===== src/rtl/bst_pkg.sv =====
// Package: shared control-register layout and sync-control codes.
// Assumes: register field positions are fixed by the host software map.
package bst_pkg;

    // Sync-control codes decoded by the timing block.
    typedef enum logic [1:0] {
        SC_OFF   = 2'b00,
        SC_ALL   = 2'b01,
        SC_READS = 2'b10,
        SC_CLEAR = 2'b11
    } sync_code_e;

    // Stored mode bits, ordered to match the write-data bit positions 4..0.
    typedef struct packed {
        logic bclk_rom;   // bit 4: bus-cycle clock from ROM select
        logic sclk_addr;  // bit 3: sync clock from address timing
        logic arm_ext;    // bit 2: external arm source
        logic arm_en;     // bit 1: arming allowed
        logic clr_mode;   // bit 0: clear request active
    } mode_t;

    localparam int MODE_W   = 5;
    localparam int OVD_BIT  = 5;
    localparam int ADR_MODE = 0;
    localparam int ADR_LOAD = 1;

endpackage


===== src/rtl/bst_sync.sv =====
// Module: multi-stage synchronizer for asynchronous level inputs.
// Assumes: inputs are levels that stay stable for at least STAGES clocks.
module bst_sync #(
    parameter int STAGES = 2,
    parameter int W      = 1
) (
    input  logic         clk,
    input  logic         rst_n,
    input  logic [W-1:0] d,
    output logic [W-1:0] q
);

    logic [W-1:0] stg [STAGES];

    // First stage captures the raw asynchronous level.
    always_ff @(posedge clk) begin
        if (!rst_n) stg[0] <= '0;
        else        stg[0] <= d;
    end

    genvar g;
    generate
        for (g = 1; g < STAGES; g++) begin : g_stage
            // Each later stage retimes the one before it.
            always_ff @(posedge clk) begin
                if (!rst_n) stg[g] <= '0;
                else        stg[g] <= stg[g-1];
            end
        end
    endgenerate

    assign q = stg[STAGES-1];

endmodule


===== src/rtl/bst_regs.sv =====
// Module: host register port; holds the mode bits and emits write strobes.
// Assumes: one write per strobe cycle; unmapped addresses are ignored.
module bst_regs
    import bst_pkg::*;
#(
    parameter int ADDR_W = 2,
    parameter int DATA_W = 16,
    parameter int CNT_W  = 16
) (
    input  logic              clk,
    input  logic              rst_n,
    input  logic              reg_wr,
    input  logic [ADDR_W-1:0] reg_addr,
    input  logic [DATA_W-1:0] reg_wdata,
    output mode_t             mode,
    output logic              load_stb,
    output logic [CNT_W-1:0]  load_val,
    output logic              ovd_set
);

    logic  mode_wr;
    mode_t mode_q;

    // Decode the address into per-register write strobes.
    always_comb begin
        mode_wr  = reg_wr && (reg_addr == ADDR_W'(ADR_MODE));
        load_stb = reg_wr && (reg_addr == ADDR_W'(ADR_LOAD));
        ovd_set  = mode_wr && reg_wdata[OVD_BIT];
        load_val = reg_wdata[CNT_W-1:0];
    end

    // Hold the mode bits written by the host.
    always_ff @(posedge clk) begin
        if (!rst_n)       mode_q <= '0;
        else if (mode_wr) mode_q <= mode_t'(reg_wdata[MODE_W-1:0]);
    end

    assign mode = mode_q;

endmodule


===== src/rtl/bst_timing.sv =====
// Module: data-sync decode, sync/bus-cycle clock selection and reset latch.
// Assumes: bus strobes are already in the clock domain; tgt_rst is synchronized.
module bst_timing
    import bst_pkg::*;
(
    input  logic       clk,
    input  logic       rst_n,
    input  mode_t      mode,
    input  logic [1:0] sync_ctl,
    input  logic       data_strobe,
    input  logic       rw,
    input  logic       addr_strobe,
    input  logic       rom_sel,
    input  logic       clr_req,
    input  logic       tgt_rst,
    output logic       data_sync,
    output logic       sync_clk,
    output logic       bus_clk,
    output logic       reset_lat
);

    sync_code_e code;
    logic       ds_n, sc_n, bc_n, clr_n;
    logic       ds_q, sc_q, bc_q, lat_q;

    // Decode the code and select the next strobe values.
    always_comb begin
        code = sync_code_e'(sync_ctl);
        unique case (code)
            SC_ALL:   ds_n = data_strobe;
            SC_READS: ds_n = data_strobe & rw;
            default:  ds_n = 1'b0;
        endcase
        sc_n  = mode.sclk_addr ? addr_strobe : ds_n;
        bc_n  = mode.bclk_rom  ? rom_sel     : ds_n;
        clr_n = (code == SC_CLEAR) || (mode.clr_mode && clr_req);
    end

    // Register the three timing outputs together.
    always_ff @(posedge clk) begin
        if (!rst_n) begin
            ds_q <= 1'b0;
            sc_q <= 1'b0;
            bc_q <= 1'b0;
        end else begin
            ds_q <= ds_n;
            sc_q <= sc_n;
            bc_q <= bc_n;
        end
    end

    // Reset latch: set has priority over either clear source.
    always_ff @(posedge clk) begin
        if (!rst_n)       lat_q <= 1'b0;
        else if (tgt_rst) lat_q <= 1'b1;
        else if (clr_n)   lat_q <= 1'b0;
    end

    assign data_sync = ds_q;
    assign sync_clk  = sc_q;
    assign bus_clk   = bc_q;
    assign reset_lat = lat_q;

endmodule


===== src/rtl/bst_arm_cnt.sv =====
// Module: sticky arm state, preloaded down-counter, trigger and overdrive release.
// Assumes: sync_clk is a registered one-cycle-per-pulse level from bst_timing.
module bst_arm_cnt
    import bst_pkg::*;
#(
    parameter int CNT_W = 16
) (
    input  logic             clk,
    input  logic             rst_n,
    input  mode_t            mode,
    input  logic             arm_ext,
    input  logic             reset_lat,
    input  logic             sync_clk,
    input  logic             load_stb,
    input  logic [CNT_W-1:0] load_val,
    input  logic             ovd_set,
    output logic             armed,
    output logic             trig,
    output logic             ovd,
    output logic [CNT_W-1:0] cnt
);

    localparam logic [CNT_W-1:0] ONE = CNT_W'(1);

    logic             armed_q, done_q, trig_q, ovd_q;
    logic [CNT_W-1:0] cnt_q;
    logic             src, step, fire, arm_now;

    // Choose the arm source and form the step and fire conditions.
    always_comb begin
        src     = mode.arm_ext ? arm_ext : reset_lat;
        step    = armed_q && sync_clk && !load_stb;
        fire    = step && (cnt_q <= ONE);
        arm_now = !armed_q && !done_q && mode.arm_en && src && !load_stb;
    end

    // Counter: preload wins, otherwise decrement toward zero on each step.
    always_ff @(posedge clk) begin
        if (!rst_n)                    cnt_q <= '0;
        else if (load_stb)             cnt_q <= load_val;
        else if (step && cnt_q != '0)  cnt_q <= cnt_q - ONE;
    end

    // Sticky arm and done flags; done blocks re-arming until the next preload.
    always_ff @(posedge clk) begin
        if (!rst_n) begin
            armed_q <= 1'b0;
            done_q  <= 1'b0;
        end else if (load_stb) begin
            armed_q <= 1'b0;
            done_q  <= 1'b0;
        end else if (fire) begin
            armed_q <= 1'b0;
            done_q  <= 1'b1;
        end else if (arm_now) begin
            armed_q <= 1'b1;
        end
    end

    // One-cycle trigger pulse at terminal count.
    always_ff @(posedge clk) begin
        if (!rst_n) trig_q <= 1'b0;
        else        trig_q <= fire;
    end

    // Overdrive request: host sets it, the trigger edge drops it.
    always_ff @(posedge clk) begin
        if (!rst_n)       ovd_q <= 1'b0;
        else if (fire)    ovd_q <= 1'b0;
        else if (ovd_set) ovd_q <= 1'b1;
    end

    assign armed = armed_q;
    assign trig  = trig_q;
    assign ovd   = ovd_q;
    assign cnt   = cnt_q;

endmodule


===== src/rtl/bus_sync_trigger.sv =====
// Module: top level; synchronizes asynchronous inputs and wires the register,
// timing and counter blocks together.
// Assumes: CNT_W <= DATA_W; bus strobes arrive in the clk domain.
module bus_sync_trigger
    import bst_pkg::*;
#(
    parameter int CNT_W       = 16,
    parameter int DATA_W      = 16,
    parameter int ADDR_W      = 2,
    parameter int SYNC_STAGES = 2
) (
    input  logic              clk,
    input  logic              rst_n,
    input  logic              reg_wr,
    input  logic [ADDR_W-1:0] reg_addr,
    input  logic [DATA_W-1:0] reg_wdata,
    input  logic              tgt_reset_i,
    input  logic              arm_i,
    input  logic              clr_req_i,
    input  logic [1:0]        sync_ctl_i,
    input  logic              data_strobe_i,
    input  logic              rw_i,
    input  logic              addr_strobe_i,
    input  logic              rom_sel_i,
    output logic              data_sync_o,
    output logic              sync_clk_o,
    output logic              bus_clk_o,
    output logic              reset_lat_o,
    output logic              armed_o,
    output logic              trig_o,
    output logic              ovd_o,
    output logic [CNT_W-1:0]  cnt_o
);

    localparam int ASYNC_W = 2;

    mode_t              mode;
    logic               load_stb, ovd_set;
    logic [CNT_W-1:0]   load_val;
    logic [ASYNC_W-1:0] async_raw, async_s;
    logic               sclk;

    assign async_raw = {arm_i, tgt_reset_i};

    bst_sync #(.STAGES(SYNC_STAGES), .W(ASYNC_W)) u_sync (
        .clk   (clk),
        .rst_n (rst_n),
        .d     (async_raw),
        .q     (async_s)
    );

    bst_regs #(.ADDR_W(ADDR_W), .DATA_W(DATA_W), .CNT_W(CNT_W)) u_regs (
        .clk       (clk),
        .rst_n     (rst_n),
        .reg_wr    (reg_wr),
        .reg_addr  (reg_addr),
        .reg_wdata (reg_wdata),
        .mode      (mode),
        .load_stb  (load_stb),
        .load_val  (load_val),
        .ovd_set   (ovd_set)
    );

    bst_timing u_timing (
        .clk         (clk),
        .rst_n       (rst_n),
        .mode        (mode),
        .sync_ctl    (sync_ctl_i),
        .data_strobe (data_strobe_i),
        .rw          (rw_i),
        .addr_strobe (addr_strobe_i),
        .rom_sel     (rom_sel_i),
        .clr_req     (clr_req_i),
        .tgt_rst     (async_s[0]),
        .data_sync   (data_sync_o),
        .sync_clk    (sclk),
        .bus_clk     (bus_clk_o),
        .reset_lat   (reset_lat_o)
    );

    bst_arm_cnt #(.CNT_W(CNT_W)) u_cnt (
        .clk       (clk),
        .rst_n     (rst_n),
        .mode      (mode),
        .arm_ext   (async_s[1]),
        .reset_lat (reset_lat_o),
        .sync_clk  (sclk),
        .load_stb  (load_stb),
        .load_val  (load_val),
        .ovd_set   (ovd_set),
        .armed     (armed_o),
        .trig      (trig_o),
        .ovd       (ovd_o),
        .cnt       (cnt_o)
    );

    assign sync_clk_o = sclk;

endmodule


===== config.mk =====
export PLATFORM = sky130hd
export DESIGN_NAME = bus_sync_trigger
export DESIGN_NICKNAME = d
export VERILOG_FILES = /design/src/rtl/bst_pkg.sv /design/src/rtl/bst_sync.sv /design/src/rtl/bst_regs.sv /design/src/rtl/bst_timing.sv /design/src/rtl/bst_arm_cnt.sv /design/src/rtl/bus_sync_trigger.sv
export SDC_FILE = /design/constraint.sdc
export NUM_CORES = 1
export LEC_CHECK = 0
export ABC_AREA = 0
export BUFFER_PORTS_ARGS = -buffer_cell sky130_fd_sc_hd__buf_4
export CAP_MARGIN = 5
export CORE_UTILIZATION = 50
export DETAILED_ROUTE_END_ITERATION = 12
export HOLD_SLACK_MARGIN = 0.08
export PLACE_DENSITY = 0.84
export RECOVER_POWER = 25
export SYNTH_ARGS = -nofsm -noshare
export SYNTH_HDL_FRONTEND = slang
export SYNTH_SLANG_ARGS = --single-unit

===== constraint.sdc =====
create_clock -name clk -period 2.9 [get_ports clk]
set_input_delay 0.725 -clock clk [delete_from_list [all_inputs] [get_ports clk]]
set_output_delay 0.725 -clock clk [all_outputs]
set_load 0.02 [all_outputs]

# ---- Word level (Yosys, flattened, before mapping)
# Memory sizes are Yosys's and may differ from the RTL's.
# Cells that the tools add are included.
dict set report word_totals {
  mem_count 1
  input_bits 30
  ff_bits 29
  output_inout_bits 23
  wordCells 60
  ramBits 4
}
# memory words width rd rd_ports_with_merged_regs wr line_no
set mem_list {}
lappend mem_list {u_sync.stg 2 2 2 0 2 bst_sync.sv:13} ;# logic [W-1:0] stg [STAGES];
dict set report classes {
  order_cmp 1
  muxes 12
  add_sub_neg 1
  reduce_logical 23
  n_bitwise 4
  eq_ne 4
}
# cell n
set op_table {}
lappend op_table {{2-to-1 mux 16 bit} 2}
lappend op_table {{<= comparator 16 x 1 -> 1 bit, second input constant} 1}
lappend op_table {{nonzero test 16 bit} 1}
lappend op_table {{subtractor 16 x 1 -> 16 bit, second input constant} 1}
lappend op_table {{logical AND 1 bit} 12}
lappend op_table {{2-to-1 mux 1 bit} 7}
lappend op_table {{equality test 2 x 1 -> 1 bit, second input constant} 2}
lappend op_table {{equality test 2 bit, second input constant} 2}
lappend op_table {{2-to-1 mux 2 bit} 2}
lappend op_table {{nonzero test 2 bit} 2}
lappend op_table {{OR reduction 2 bit} 2}
lappend op_table {{logical NOT 1 bit} 3}
lappend op_table {{OR reduction 3 bit} 1}
lappend op_table {{logical NOT 2 bit} 1}
lappend op_table {{bitwise OR 1 bit} 2}
lappend op_table {{case mux 1 bit (2 select lines)} 1}
lappend op_table {{AND 1 bit} 1}
lappend op_table {{logical OR 1 bit} 1}
lappend op_table {{inverter 1 bit} 1}

# ---- Longest topological paths before layout
dict set report logic_depth {
  ltp_word 7
  ltp_mapped 7
  ltp_nobuf 6
}

# ---- Modules after synthesis
# A second synthesis with hierarchy kept.
dict set report unflattened {
  cells_unflattened 213
  hier_area_um2 1816.7
}
# module seq_area_each_um2 cells_each area_each_um2 n_inst
set modules_own_cells {}
lappend modules_own_cells {bst_arm_cnt 400.4 145 1179.9 1}
lappend modules_own_cells {bst_regs 100.1 40 349.1 1}
lappend modules_own_cells {bst_timing 80.1 20 182.7 1}
lappend modules_own_cells {bst_sync 80.1 8 105.1 1}

# ---- Least setup slack after synthesis
# OpenSTA, ideal clock, no wires.
dict set report synth_path {
  path_kind {register -> register}
  start {reg u_cnt.cnt_q[3], in the netlist u_cnt.cnt[3]}
  end {reg u_cnt.cnt_q[15], in the netlist u_cnt.cnt[15]}
  n_path_buf 0
  synth_period_minus_slack_ps 2114
  arrival_time_ps 2052
  setup_time_ps 62
  slack_ps 786
  required_time_ps 2838
  path_stages_with_launch 5
  cell_sequence {dfxtp_1 -> or4_4 -> or4_4 -> or4_1 -> nand3_1}
}
dict set report synth_via {
  elab_chain_cells 3
  word_cells_on_any_way 6
  cone_classes {add/sub: 1; mux: 2; reduce/logical: 3}
}
# element line_no
set synth_lines {}
lappend synth_lines {{start: declaration} bst_arm_cnt.sv:26} ;# logic [CNT_W-1:0] cnt_q;
lappend synth_lines {{start signal: assignment} bst_arm_cnt.sv:40} ;# else if (load_stb) cnt_q <= load_val;
lappend synth_lines {{start signal: assignment} bst_arm_cnt.sv:41} ;# else if (step && cnt_q != '0) cnt_q <= cnt_q - ONE;
lappend synth_lines {{subtractor 16 x 1 -> 16 bit / nonzero test 16 bit (equally long branches)} bst_arm_cnt.sv:41}
lappend synth_lines {{2-to-1 mux 16 bit / logical AND 1 bit (equally long branches)} bst_arm_cnt.sv:41}
lappend synth_lines {{2-to-1 mux 16 bit / nonzero test 2 bit (equally long branches)} --}
# Several ways; a longest one is shown, not always the timed one. The select of a mux whose other input is x is not followed.
# A chain may end at the register's enable or synchronous reset.

# ---- Final worst setup path
# Ends and elaborated chain as after synthesis.

==> flow_summary.yaml <==
run_status:
  status: "finished, final reports clean"
placement:
  hpwlAfterDp_mm: 2.853
  gp_congestion: 0.8722
  port-buffer-count: 52
  pre_cts_ws_ns: 0.7722
pwr:
  sw_frac_of_total_pct: 28.23
  p_leak_nw: 0.8902
  comb_power_share_pct: 18.9
  power_w: 0.001068
  internal-power_w: 0.0007665
  power_density_nw_per_um2: 485.5
  seqPwrFrac_pct: 46.3
  p_sw_w: 0.0003014
  ir_drop_v: 0.0002856
  p_clk_share_pct: 34.8
layout:
  most-common-layout-cells: "buf_4 (48), dfxtp_1 (33), nor2_1 (17), o21ai_0 (16), a31oi_1 (12)"
  largest_reg_flops: 16
  multi_input_area_sq_um: 985.9
  drive_above_1_share_pct: 25.50
  nets: 286
  utilization_pct: 69.76
  fill_cells: 294
  layout_commonest_cell: "buf_4"
  antennaDiodeCount: 0
  area_growth_syn_to_layout_pct: 27.95
  seq_area_sq_um: 660.6
floorplan:
  dieArea_sq_um: 3677
  ios: 53
  fp-row-count: 20
  dieWidth_microns: 60.64
  dieHeight_microns: 60.64
  core_sq_um: 3153
  start_util_pct: 54.52
worst_setup_path:
  path_delay_family: "simple AND/OR/NAND/NOR gates"
  cp_max_fo: 9
  slowest_delay_ns: 0.59
  required_ns: 3.20
  worst_setup_path_start_kind: "flip-flop"
  crit_chain: "or4_4, or4_4, or4_1, nand3_1"
  arrival_ns: 2.44
  slowest_stage: "or4_4"
  path_class: "reg -> reg"
  critPathCaptureType: "flip-flop"
  path_buf_inv: 0
  crit_top_cell: "or4_4"
run:
  maxCapViolCount: 0
timing:
  max_slew_margin_pct: 59.36
  slew_viol_final: 0
  fmax_ghz: 0.4674
  whs_ns: 0.4545
  finalClockSkew_ns: 0.01032
  finalHoldViolCount: 0
  fin_ws_ns: 0.7604
  fin_crit_sh_pct: 73.78
  tns_ns: 0
  period_needed_ns: 2.140
  worst_pin_slew_ns: 0.6040
  finalSetupViolCount: 0
  rsz0062_at_grt: "false"
logic_synthesis:
  synth-xor-area-share_pct: 0
  avgSynthCellArea_sq_um: 8.553
  synthCells: 201
  syn_area_sq_um: 1719
  synth-seq-cells: 33
  ys_seq_area_share_pct: 38.43
  synthAdderAreaFrac_pct: 4.367
  synth_cell_types: 43
  synth_mux_area_share_pct: 3.566
  synth_edf_count: 0
  synthSimpleGateAreaFrac_pct: 31.08
  syn_nets: 237
  synth_compound_area_share_pct: 18.34
  synthFlopType: "dfxtp_1"
  synth_top_family_by_area: "simple AND/OR/NAND/NOR gates"
  yosys_warnings: 0
  async_flop_share_pct: 0
global_routing:
  grt_pass1_vias: 1507
  grt_usage_pct: 23.41
  grt_pass1_wl_mm: 6.458
  grt_max_degree: 32
  antenna_found_initial: 0
  gr-total-overflow: 0
cts:
  numCtsBuffers: 5
  post_cts_buffers: 0
  hold_buffers: 0
  worstSkewPairLatency_ns: 0.34
  cts_tree: "built"
  clock_sinks: 33
  clockBufferDepth: 2
  clk_pin_slew_ns: 0.11
  h-tree-depth: 2
  cts_root_buf: "clkbuf_4"
  cts_resized: 0
route:
  wl_per_cell_microns: 13.57
  via_count: 1704
  firstDrtPassIters: 4
  viasPerCell: 5.776
  routed_wl_mm: 4.003
  initialDrtViolationCount: 86
  drc: 0
  ant_nets: 0
hold_path:
  hold_path_class: "reg -> reg"
[synthesized netlist by cell type, types with 3 or more instances]
cell       n  area [sq um]
dfxtp_1   33         660.6
nor2_1    17         63.81
o21ai_0   16         80.08
a31oi_1   12         75.07
clkbuf_1   9         33.78
or4_1      9         67.56
nand2_1    8         30.03
o31ai_1    8         60.06
or3_1      8         50.05
inv_1      7         26.28
nor3_1     7         35.03
ha_1       6         75.07
nor4_1     6         37.54
mux2i_1    5         50.05
nand3_1    5         25.02
and2_1     4         25.02
nand4b_1   4         35.03
a21oi_1    3         15.01
nor3b_1    3         22.52
[worst reg2reg max path, cell delays in order, from the launching register on]
cell and delay (ns):
dfxtp_1 0.38, or4_4 0.59, or4_4 0.55, or4_1 0.49, nand3_1 0.09
[through the flow]
stage                     area, sq um  instances
final                            2200        295
after global routing             2200        295
after CTS                        2222        295
after detailed placement         2133        287
after global placement           2133        287
after floorplan                  1719        201
[per-layer routing]
layer,up-vias,GRT usage [%],share of wire [%]
met2,45,40.82,48
met5,-,0,0
met1,792,28.59,47
met4,0,7.143,0.82
met3,4,5.544,4.2
li1,863,-,-
[power by group through the flow]
stage	Sequential, W	Combinational, W	Clock, W
6_report	0.000494	0.000202	0.000372
3_5_place_dp	0.000504	0.000202	0
4_1_cts	0.000494	0.000203	0.000375
3_3_place_gp	0.000504	0.000200	0
5_1_grt	0.000498	0.000223	0.000395
2_1_floorplan	0.000517	0.000109	0
[path summary, 6_finish.rpt]
kind / startpoint / end / slack, ns / depth (start not counted)
hold reg to reg: u_sync.stg[0][1] / u_sync.stg[1][1] / 0.45 / 1
setup reg to reg: u_cnt.cnt[3] / u_cnt.cnt[15] / 0.76 / 4
setup / recovery: u_cnt.cnt[3] / u_cnt.cnt[15] / 0.76 / 4
hold / removal: u_sync.stg[0][1] / u_sync.stg[1][1] / 0.45 / 1
[kinds of logic (layout without fill, tap and decap cells)]
family / count (synthesis) / count (layout)
simple gates: 88 / 88
compound gates: 49 / 49
flops: 33 / 33
buf+inv: 19 / 69
fa+ha+maj: 6 / 6
mux: 6 / 6
[layout make-up]
cell class	count	area share [%]
Tap cell	44	2.503
Clock inverter	2	1.706
Multi-Input combinational cell	149	44.82
Timing Repair Buffer	54	17.41
Sequential cell	33	30.03
Inverter	7	1.195
Clock buffer	6	2.332
(Power assumes the default switching activity.)
